**config.mk**
```make
export PLATFORM = sky130hd
export DESIGN_NAME = flash_cmd_decoder
export DESIGN_NICKNAME = d
export VERILOG_FILES = /design/src/rtl/fcd_pkg.sv /design/src/rtl/fcd_hdr_parse.sv /design/src/rtl/fcd_flag_check.sv /design/src/rtl/fcd_len_track.sv /design/src/rtl/flash_cmd_decoder.sv
export SDC_FILE = /design/constraint.sdc
export NUM_CORES = 1
export LEC_CHECK = 0
export BUFFER_PORTS_ARGS = -buffer_cell sky130_fd_sc_hd__buf_2
export CORE_MARGIN = 2
export CORE_UTILIZATION = 30
export CTS_BUF_LIST = sky130_fd_sc_hd__clkbuf_4 sky130_fd_sc_hd__clkbuf_8 sky130_fd_sc_hd__clkbuf_16
export CTS_CLUSTER_DIAMETER = 200
export CTS_CLUSTER_SIZE = 24
export DETAILED_ROUTE_END_ITERATION = 6
export MAX_ROUTING_LAYER = met4
export PLACE_DENSITY = 0.47
export SETUP_SLACK_MARGIN = 0.02
export SLEW_MARGIN = 10
export SYNTH_ARGS = -nofsm -noshare
export SYNTH_HDL_FRONTEND = slang
export SYNTH_SLANG_ARGS = --single-unit
```
**constraint.sdc**
```tcl
create_clock -name clk -period 20.9 [get_ports clk]
set_clock_uncertainty 0.15 [all_clocks]
set_input_delay 4.18 -clock clk [delete_from_list [all_inputs] [get_ports clk]]
set_output_delay 4.18 -clock clk [all_outputs]
set_load 0.02 [all_outputs]
```
**src/rtl/fcd_pkg.sv**
```systemverilog
package fcd_pkg;
  localparam int unsigned CNT_W  = 16;
  localparam int unsigned FLAG_W = 32;

  localparam logic [15:0] ERR_UNEXPECTED = 16'h0008;
  localparam logic [15:0] ERR_MALFORMED  = 16'h0002;
  localparam logic [15:0] ERR_UNSUP_MODE = 16'h000A;

  // bits 27..15 and bit 30 must stay clear
  localparam logic [FLAG_W-1:0] RSVD_MASK = 32'h4FFF_8000;

  typedef enum logic [1:0] {CMD_IDLE, CMD_COLL, CMD_HOLD} cmd_e;

  typedef struct packed {
    logic             write;
    logic             poll;
    logic             wren;
    logic [4:0]       dummy;
    logic             dtr;
    logic [1:0]       width;
    logic [1:0]       mode;
    logic [2:0]       addr_len;
    logic [1:0]       op_len;
    logic [CNT_W-1:0] count;
  } desc_t;

  function automatic desc_t decode_flags(input logic [FLAG_W-1:0] f,
                                         input logic [CNT_W-1:0] c);
    desc_t d;
    d.op_len   = f[1:0];
    d.addr_len = f[4:2];
    d.mode     = f[6:5];
    d.width    = f[8:7];
    d.dtr      = f[9];
    d.dummy    = f[14:10];
    d.wren     = f[28];
    d.poll     = f[29];
    d.write    = f[31];
    d.count    = c;
    return d;
  endfunction
endpackage

```
**src/rtl/fcd_hdr_parse.sv**
```systemverilog
module fcd_hdr_parse #(
  parameter int unsigned IDX_W = 4,
  parameter int unsigned HDR_B = 6
) (
  input  logic                 clk,
  input  logic                 rst,
  input  logic                 beat,
  input  logic                 sop,
  input  logic [7:0]           data,
  input  logic                 cap_en,
  input  logic                 hold,
  output logic [IDX_W-1:0]     bidx,
  output logic [15:0]          id_now,
  output logic [8*HDR_B-1:0]   hdr_now,
  output logic                 drop_now
);
  localparam int unsigned FIRST   = 2;
  localparam int unsigned PAY_OFF = FIRST + HDR_B;

  logic [IDX_W-1:0]   idx_q;
  logic [7:0]         id_lo_q;
  logic [15:0]        id_q;
  logic [8*HDR_B-1:0] hdr_q;
  logic               drop_q;
  logic               wr_en;

  assign bidx     = sop ? '0 : idx_q;
  assign drop_now = sop ? hold : drop_q;
  assign id_now   = (bidx == IDX_W'(1)) ? {data, id_lo_q} : id_q;
  assign wr_en    = beat && cap_en && !drop_now;

  for (genvar k = 0; k < HDR_B; k++) begin : g_hdr
    assign hdr_now[8*k +: 8] =
      (wr_en && bidx == IDX_W'(k + FIRST)) ? data : hdr_q[8*k +: 8];
  end

  always_ff @(posedge clk) begin
    if (rst) begin
      idx_q   <= '0;
      id_lo_q <= '0;
      id_q    <= '0;
      hdr_q   <= '0;
      drop_q  <= 1'b0;
    end else if (beat) begin
      idx_q  <= (bidx == IDX_W'(PAY_OFF)) ? bidx : bidx + 1'b1;
      hdr_q  <= hdr_now;
      drop_q <= drop_now;
      if (bidx == IDX_W'(0)) id_lo_q <= data;
      if (bidx == IDX_W'(1)) id_q    <= {data, id_lo_q};
    end
  end
endmodule

```
**src/rtl/fcd_flag_check.sv**
```systemverilog
module fcd_flag_check
  import fcd_pkg::*;
#(
  parameter int unsigned CAP_W = 16,
  parameter int unsigned LEN_W = CNT_W + 2
) (
  input  logic [FLAG_W-1:0] flags,
  input  logic [CAP_W-1:0]  caps,
  input  logic [CNT_W-1:0]  count,
  output logic              ext_off,
  output logic              rsvd_bad,
  output logic              unsup,
  output logic [LEN_W-1:0]  need
);
  desc_t      f;
  logic [2:0] lane_cap;
  logic       lane_ok;

  assign f        = decode_flags(flags, count);
  assign lane_cap = caps[4:2];
  assign lane_ok  = (f.width == 2'd0) ? 1'b1 : lane_cap[f.width - 2'd1];
  assign ext_off  = !caps[1];
  assign rsvd_bad = |(flags & RSVD_MASK);
  assign unsup    = ((f.mode != 2'd0) && !lane_ok) ||
                    (f.dtr && !caps[5]) ||
                    ((f.dummy != 5'd0) && (lane_cap == 3'd0));
  assign need     = LEN_W'(f.op_len) + LEN_W'(f.addr_len) + LEN_W'(f.wren) +
                    (f.write ? LEN_W'(count) + LEN_W'(1) : '0);

  if (CAP_W > 6) begin : g_spare
    logic unused_caps;
    assign unused_caps = ^{caps[CAP_W-1:6], caps[0]};
  end else begin : g_nospare
    logic unused_caps;
    assign unused_caps = caps[0];
  end
endmodule

```
**src/rtl/fcd_len_track.sv**
```systemverilog
module fcd_len_track #(
  parameter int unsigned LEN_W = 18
) (
  input  logic             clk,
  input  logic             rst,
  input  logic             clr,
  input  logic             pkt_start,
  input  logic             pay,
  input  logic [LEN_W-1:0] need,
  output logic [LEN_W-1:0] total_now,
  output logic             over_now,
  output logic             odd_now
);
  logic [LEN_W-1:0] total_q;
  logic             over_q;
  logic             odd_q;
  logic [LEN_W-1:0] base_total;

  assign base_total = clr ? '0 : total_q;
  assign total_now  = base_total + LEN_W'(pay);
  assign over_now   = (!clr && over_q) || (pay && base_total >= need);
  assign odd_now    = (pkt_start ? 1'b0 : odd_q) ^ pay;

  always_ff @(posedge clk) begin
    if (rst) begin
      total_q <= '0;
      over_q  <= 1'b0;
      odd_q   <= 1'b0;
    end else begin
      total_q <= total_now;
      over_q  <= over_now;
      odd_q   <= odd_now;
    end
  end
endmodule

```
**src/rtl/flash_cmd_decoder.sv**
```systemverilog
module flash_cmd_decoder
  import fcd_pkg::*;
#(
  parameter int unsigned CAP_W    = 16,
  parameter int unsigned IDX_W    = 4,
  parameter logic [15:0] START_ID = 16'd9,
  parameter logic [15:0] CONT_ID  = 16'd5
) (
  input  logic             clk,
  input  logic             rst,
  input  logic             in_valid,
  input  logic [7:0]       in_data,
  input  logic             in_sop,
  input  logic             in_eop,
  input  logic [CAP_W-1:0] cap_bits,
  input  logic             desc_accept,
  output logic             desc_valid,
  output logic             desc_write,
  output logic             desc_poll,
  output logic             desc_wren,
  output logic [4:0]       desc_dummy,
  output logic             desc_dtr,
  output logic [1:0]       desc_width,
  output logic [1:0]       desc_mode,
  output logic [2:0]       desc_addr_len,
  output logic [1:0]       desc_op_len,
  output logic [15:0]      desc_count,
  output logic             err_valid,
  output logic [15:0]      err_code
);
  localparam int unsigned HDR_B   = (CNT_W + FLAG_W) / 8;
  localparam int unsigned PAY_OFF = 2 + HDR_B;
  localparam int unsigned LEN_W   = CNT_W + 2;

  cmd_e               cmd_q, cmd_d;
  logic [IDX_W-1:0]   bidx;
  logic [15:0]        id_now;
  logic [8*HDR_B-1:0] hdr_now;
  logic               drop_now;
  logic [FLAG_W-1:0]  flags_now;
  logic [CNT_W-1:0]   count_now;
  logic               ext_off, rsvd_bad, unsup;
  logic [LEN_W-1:0]   need, total_now;
  logic               over_now, odd_now;
  logic               is_start, is_cont, pay, clr, eop_evt;
  logic               len_done, len_bad;
  logic               fire_err, fire_desc;
  logic [15:0]        code_d;
  desc_t              desc_q;
  logic               err_valid_q;
  logic [15:0]        err_code_q;

  fcd_hdr_parse #(.IDX_W(IDX_W), .HDR_B(HDR_B)) u_hdr (
    .clk(clk), .rst(rst), .beat(in_valid), .sop(in_sop), .data(in_data),
    .cap_en(cmd_q == CMD_IDLE), .hold(cmd_q == CMD_HOLD),
    .bidx(bidx), .id_now(id_now), .hdr_now(hdr_now), .drop_now(drop_now)
  );

  assign count_now = hdr_now[CNT_W-1:0];
  assign flags_now = hdr_now[CNT_W +: FLAG_W];

  fcd_flag_check #(.CAP_W(CAP_W), .LEN_W(LEN_W)) u_chk (
    .flags(flags_now), .caps(cap_bits), .count(count_now),
    .ext_off(ext_off), .rsvd_bad(rsvd_bad), .unsup(unsup), .need(need)
  );

  assign is_start = (id_now == START_ID);
  assign is_cont  = (id_now == CONT_ID);
  assign pay      = in_valid && !drop_now &&
                    (((cmd_q == CMD_IDLE) && is_start && bidx == IDX_W'(PAY_OFF)) ||
                     ((cmd_q == CMD_COLL) && is_cont && bidx >= IDX_W'(2)));
  assign clr      = in_valid && in_sop && (cmd_q == CMD_IDLE);
  assign eop_evt  = in_valid && in_eop && !drop_now;

  fcd_len_track #(.LEN_W(LEN_W)) u_len (
    .clk(clk), .rst(rst), .clr(clr), .pkt_start(in_valid && in_sop),
    .pay(pay), .need(need),
    .total_now(total_now), .over_now(over_now), .odd_now(odd_now)
  );

  assign len_done = !over_now && (total_now == need);
  assign len_bad  = over_now || odd_now;

  always_comb begin
    cmd_d     = cmd_q;
    fire_err  = 1'b0;
    fire_desc = 1'b0;
    code_d    = err_code_q;
    unique case (cmd_q)
      CMD_IDLE: begin
        if (eop_evt && bidx != IDX_W'(0) && is_start) begin
          if (ext_off) begin
            fire_err = 1'b1; code_d = ERR_UNEXPECTED;
          end else if (bidx < IDX_W'(PAY_OFF - 1)) begin
            fire_err = 1'b1; code_d = ERR_MALFORMED;
          end else if (rsvd_bad) begin
            fire_err = 1'b1; code_d = ERR_MALFORMED;
          end else if (unsup) begin
            fire_err = 1'b1; code_d = ERR_UNSUP_MODE;
          end else if (len_done) begin
            fire_desc = 1'b1; cmd_d = CMD_HOLD;
          end else if (len_bad) begin
            fire_err = 1'b1; code_d = ERR_MALFORMED;
          end else begin
            cmd_d = CMD_COLL;
          end
        end
      end
      CMD_COLL: begin
        if (eop_evt) begin
          if (bidx == IDX_W'(0) || !is_cont) begin
            fire_err = 1'b1; code_d = ERR_MALFORMED; cmd_d = CMD_IDLE;
          end else if (len_done) begin
            fire_desc = 1'b1; cmd_d = CMD_HOLD;
          end else if (len_bad) begin
            fire_err = 1'b1; code_d = ERR_MALFORMED; cmd_d = CMD_IDLE;
          end
        end
      end
      CMD_HOLD: if (desc_accept) cmd_d = CMD_IDLE;
      default:  cmd_d = CMD_IDLE;
    endcase
  end

  always_ff @(posedge clk) begin
    if (rst) begin
      cmd_q       <= CMD_IDLE;
      desc_q      <= '0;
      err_valid_q <= 1'b0;
      err_code_q  <= '0;
    end else begin
      cmd_q       <= cmd_d;
      err_valid_q <= fire_err;
      err_code_q  <= code_d;
      if (fire_desc) desc_q <= decode_flags(flags_now, count_now);
    end
  end

  assign desc_valid    = (cmd_q == CMD_HOLD);
  assign desc_write    = desc_q.write;
  assign desc_poll     = desc_q.poll;
  assign desc_wren     = desc_q.wren;
  assign desc_dummy    = desc_q.dummy;
  assign desc_dtr      = desc_q.dtr;
  assign desc_width    = desc_q.width;
  assign desc_mode     = desc_q.mode;
  assign desc_addr_len = desc_q.addr_len;
  assign desc_op_len   = desc_q.op_len;
  assign desc_count    = desc_q.count;
  assign err_valid     = err_valid_q;
  assign err_code      = err_code_q;

  assert_no_overlap_R11: assert property (@(posedge clk) disable iff (rst)
    !(err_valid && desc_valid));

  assert_err_pulse_R11: assert property (@(posedge clk) disable iff (rst)
    err_valid |=> !err_valid);

  assert_after_eop_R11: assert property (@(posedge clk) disable iff (rst)
    (err_valid || $rose(desc_valid)) |-> $past(in_valid && in_eop));

  assert_hold_stable_R8: assert property (@(posedge clk) disable iff (rst)
    (desc_valid && !desc_accept) |=> (desc_valid && $stable(desc_q)));

  assert_code_set_R7: assert property (@(posedge clk) disable iff (rst)
    err_valid |-> (err_code == ERR_UNEXPECTED || err_code == ERR_MALFORMED ||
                   err_code == ERR_UNSUP_MODE));

  assert_unexpected_cap_R3: assert property (@(posedge clk) disable iff (rst)
    (err_valid && err_code == ERR_UNEXPECTED) |-> !$past(cap_bits[1]));
endmodule

```
==> flow_summary_export.csv <==
group,metric,value,unit
logic_synthesis,ys_ff_latch,150,
logic_synthesis,syn_area_per_cell,8.84,µm²
pwr,internal_power,0.469,mW
clocking,h-tree-depth,4,
timing,period_share,58.8,%
timing,setup_violations,0,
pwr,combPwrFrac,4.1,%
logic_synthesis,syn_nets,1041,
grt,grt_pass1_wl,37900,µm
grt,track_usage,16.1,%
logic_synthesis,synth_ff_type,"dfxtp_1",
pwr,p_sw,0.176,mW
logic_synthesis,synth-warning-count,0,
critical_path,required,21070,ps
clocking,ctsHoldBuffers,0,
critical_path,cp_top_family,"simple AND/OR/NAND/NOR gates",
clocking,cts_root_buf,"clkbuf_16",
logic_synthesis,synth_area,8660,µm²
timing,tns,0,ps
detailed_routing,drc_errors,0,
pwr,power_density,65.1,nW/µm²
logic_synthesis,yosysTopAreaCell,"dfxtp_1",
timing,drv_slew,0,
critical_path,crit_top_cell,"ha_1",
min_path,holdCritStartpoint,"u_hdr.id_q[11]",
final_layout,fin_area,9920,µm²
final_layout,nets,1081,
critical_path,startpoint,"in_sop",
min_path,whs_endpoint,"u_hdr.id_q[11]",
grt,grt_max_degree,60,
detailed_routing,vias,6986,
floorplanning,ios,82,
placed_design,gp_congestion,0.790,
critical_path,critPathKind,"input pin to register",
timing,layout_setup_ws,8610,ps
logic_synthesis,synth_most_common_cell,"dfxtp_1",
critical_path,arrival,12460,ps
detailed_routing,avgRoutedWirePerCell,16.3,µm
pwr,ir_drop,0.0000393,V
logic_synthesis,synthCells,979,
clocking,cts-resized-gates,0,
final_layout,fin_util,34.8,%
timing,final-hold-violation-count,0,
placed_design,dp_hpwl,16400,µm
logic_synthesis,synthTopCellsByCount,"dfxtp_1, nor2_1, nand2_1, mux2i_1, nor2b_1",
final_layout,drive_gt1_share,17.6,%
timing,relSlewSlack,29.4,%
logic_synthesis,synthTopCellsByArea,"dfxtp_1, mux2i_1, mux2_4",
job,max-cap-violations,0,
min_path,holdPathStages,2,
status,outcome,"finished clean",
final_layout,antenna_cells,0,
critical_path,worstReg2RegEnd,"desc_write",
clocking,numCtsBuffers,17,
timing,period_needed,12290,ps
floorplanning,die_height,174,µm
floorplanning,die_area,30200,µm²
clocking,clockBufferDepth,2,
floorplanning,die_w,174,µm
timing,rsz0062_at_grt,"false",
critical_path,reg2reg_depth,28,
critical_path,worst_path_max_delay_cell,"nand4b_4",
grt,gr-total-overflow,0,
placed_design,place_ws,8010,ps
logic_synthesis,synth_edf_count,0,
logic_synthesis,ys_seq_area_share,34.7,%
pwr,power_frac_clock,51.0,%
detailed_routing,drtIter0Drc,426,
clocking,cts.sinks,150,
critical_path,endpoint_kind,"register",
critical_path,crit_path_max_incr_delay,780,ps
pwr,total_power,0.646,mW
logic_synthesis,synth_cell_type_count,79,
clocking,clk_pin_slew,80,ps
placed_design,port_buffers,70,
detailed_routing,drtPass1Iterations,4,
pwr,netSwitchingFraction,27.3,%
grt,antenna_found_initial,0,
clocking,cts_tree,"yes",
critical_path,crit_buf_inv,3,
floorplanning,coreArea,28500,µm²
pwr,power_frac_seq,44.8,%
final_layout,synthToLayoutAreaGrowth,14.6,%
timing,fmax,0.0814,GHz
min_path,hold_path.class,"register to register",
floorplanning,start_util,30.3,%
critical_path,r2r_slack,12110,ps
critical_path,critPathLaunchType,"input pin",
critical_path,crit-reg2reg-launch,"u_hdr.idx_q[2]",
grt,grt_pass1_vias,6843,
floorplanning,rows,62,
timing,tightest_slew,1050,ps
detailed_routing,antenna_left,0,
placed_design,placed_cell_area,9290,µm²
detailed_routing,viasPerCell,4.93,
detailed_routing,wl,23100,µm
clocking,cts_setup_buffers,0,
clocking,clock_latency,430,ps
logic_synthesis,ys_async_sr_fraction,0,%
critical_path,cp_max_fo,34,
logic_synthesis,synth_top_area_share,34.7,%
pwr,p_leak,4.36,nW
metal layers:
metal	global-route usage, %	wire [µm]
met5	-	0
met4	4.38	298
met3	2.52	571
met2	23.8	9900
met1	22.8	12300
worst max-delay path by stage:
stage | end | slack (ps) | depth (start not counted)
after floorplan | desc_addr_len[0] | 10080 | 34
after global placement | desc_width[1] | 7990 | 29
after detailed placement | desc_write | 8010 | 29
after CTS | desc_write | 8450 | 29
after global routing | desc_dummy[4] | 7710 | 29
final | desc_write | 8610 | 29
power by group through the flow:
stage / logic (mW) / clock network (mW) / registers, mW
3_5_place_dp: 0.0271 / 0 / 0.296
5_1_grt: 0.0297 / 0.351 / 0.290
3_3_place_gp: 0.0273 / 0 / 0.296
2_1_floorplan: 0.0177 / 0 / 0.295
6_report: 0.0268 / 0.329 / 0.289
4_1_cts: 0.0272 / 0.340 / 0.289
through the flow:
step	std cells	hold slack, ps
6_report	1416	308
5_1_grt	1416	326
4_1_cts	1416	312
3_5_place_dp	1384	301
3_3_place_gp	1384	293
2_1_floorplan	979	281
flip-flops by register name (all words and copies together), names as in the netlist, 3 cells and up:
signal,cells
u_hdr.id_q,16
desc_dummy,5
u_hdr.idx_q,4
desc_addr_len,3
u_len.total_q,18
u_hdr.id_lo_q,8
err_code,16
desc_count,16
u_hdr.hdr_q,48
layout by cell type (no fill, tap or decap), drive strengths merged, types with 15 or more instances in the layout:
master / count
inv: 33
xor2: 16
nand4: 18
and2: 24
dfxtp: 150
nand2: 80
ha: 29
a21oi: 46
xnor2: 30
and4: 17
mux2i: 57
buf: 74
nor3: 23
or2: 15
nand3: 25
nor2: 117
nor2b: 48
clkbuf: 17
o21ai: 26
nor4: 17
mux2: 44
tightest hold or removal path, cell delays in order (launching register included):
cell	delay, ps
dfxtp_1	310
nand2_1	50
a21oi_1	50
kinds of logic after synthesis:
kind of cell | count (synthesis) | synth area share (%)
xor gates and xnor gates | 50 | 5.69
other | 1 | 0.0433
adders and majority gates | 32 | 4.88
DFF | 150 | 34.7
and+or+nand+nor | 429 | 26.5
buffers and inverters | 80 | 3.89
muxes | 101 | 13.7
AOI/OAI and AO/OA | 136 | 10.6
area by class of cell:
class,count,area (µm²)
Fill cell,3051,18600
Multi-Input combinational cell,749,5330
Sequential cell,150,3000
Tap cell,384,480
Clock buffer,17,425
Timing Repair Buffer,74,383
Clock inverter,15,203
Inverter,27,101
Note: power is estimated with default switching activity, not from simulation.
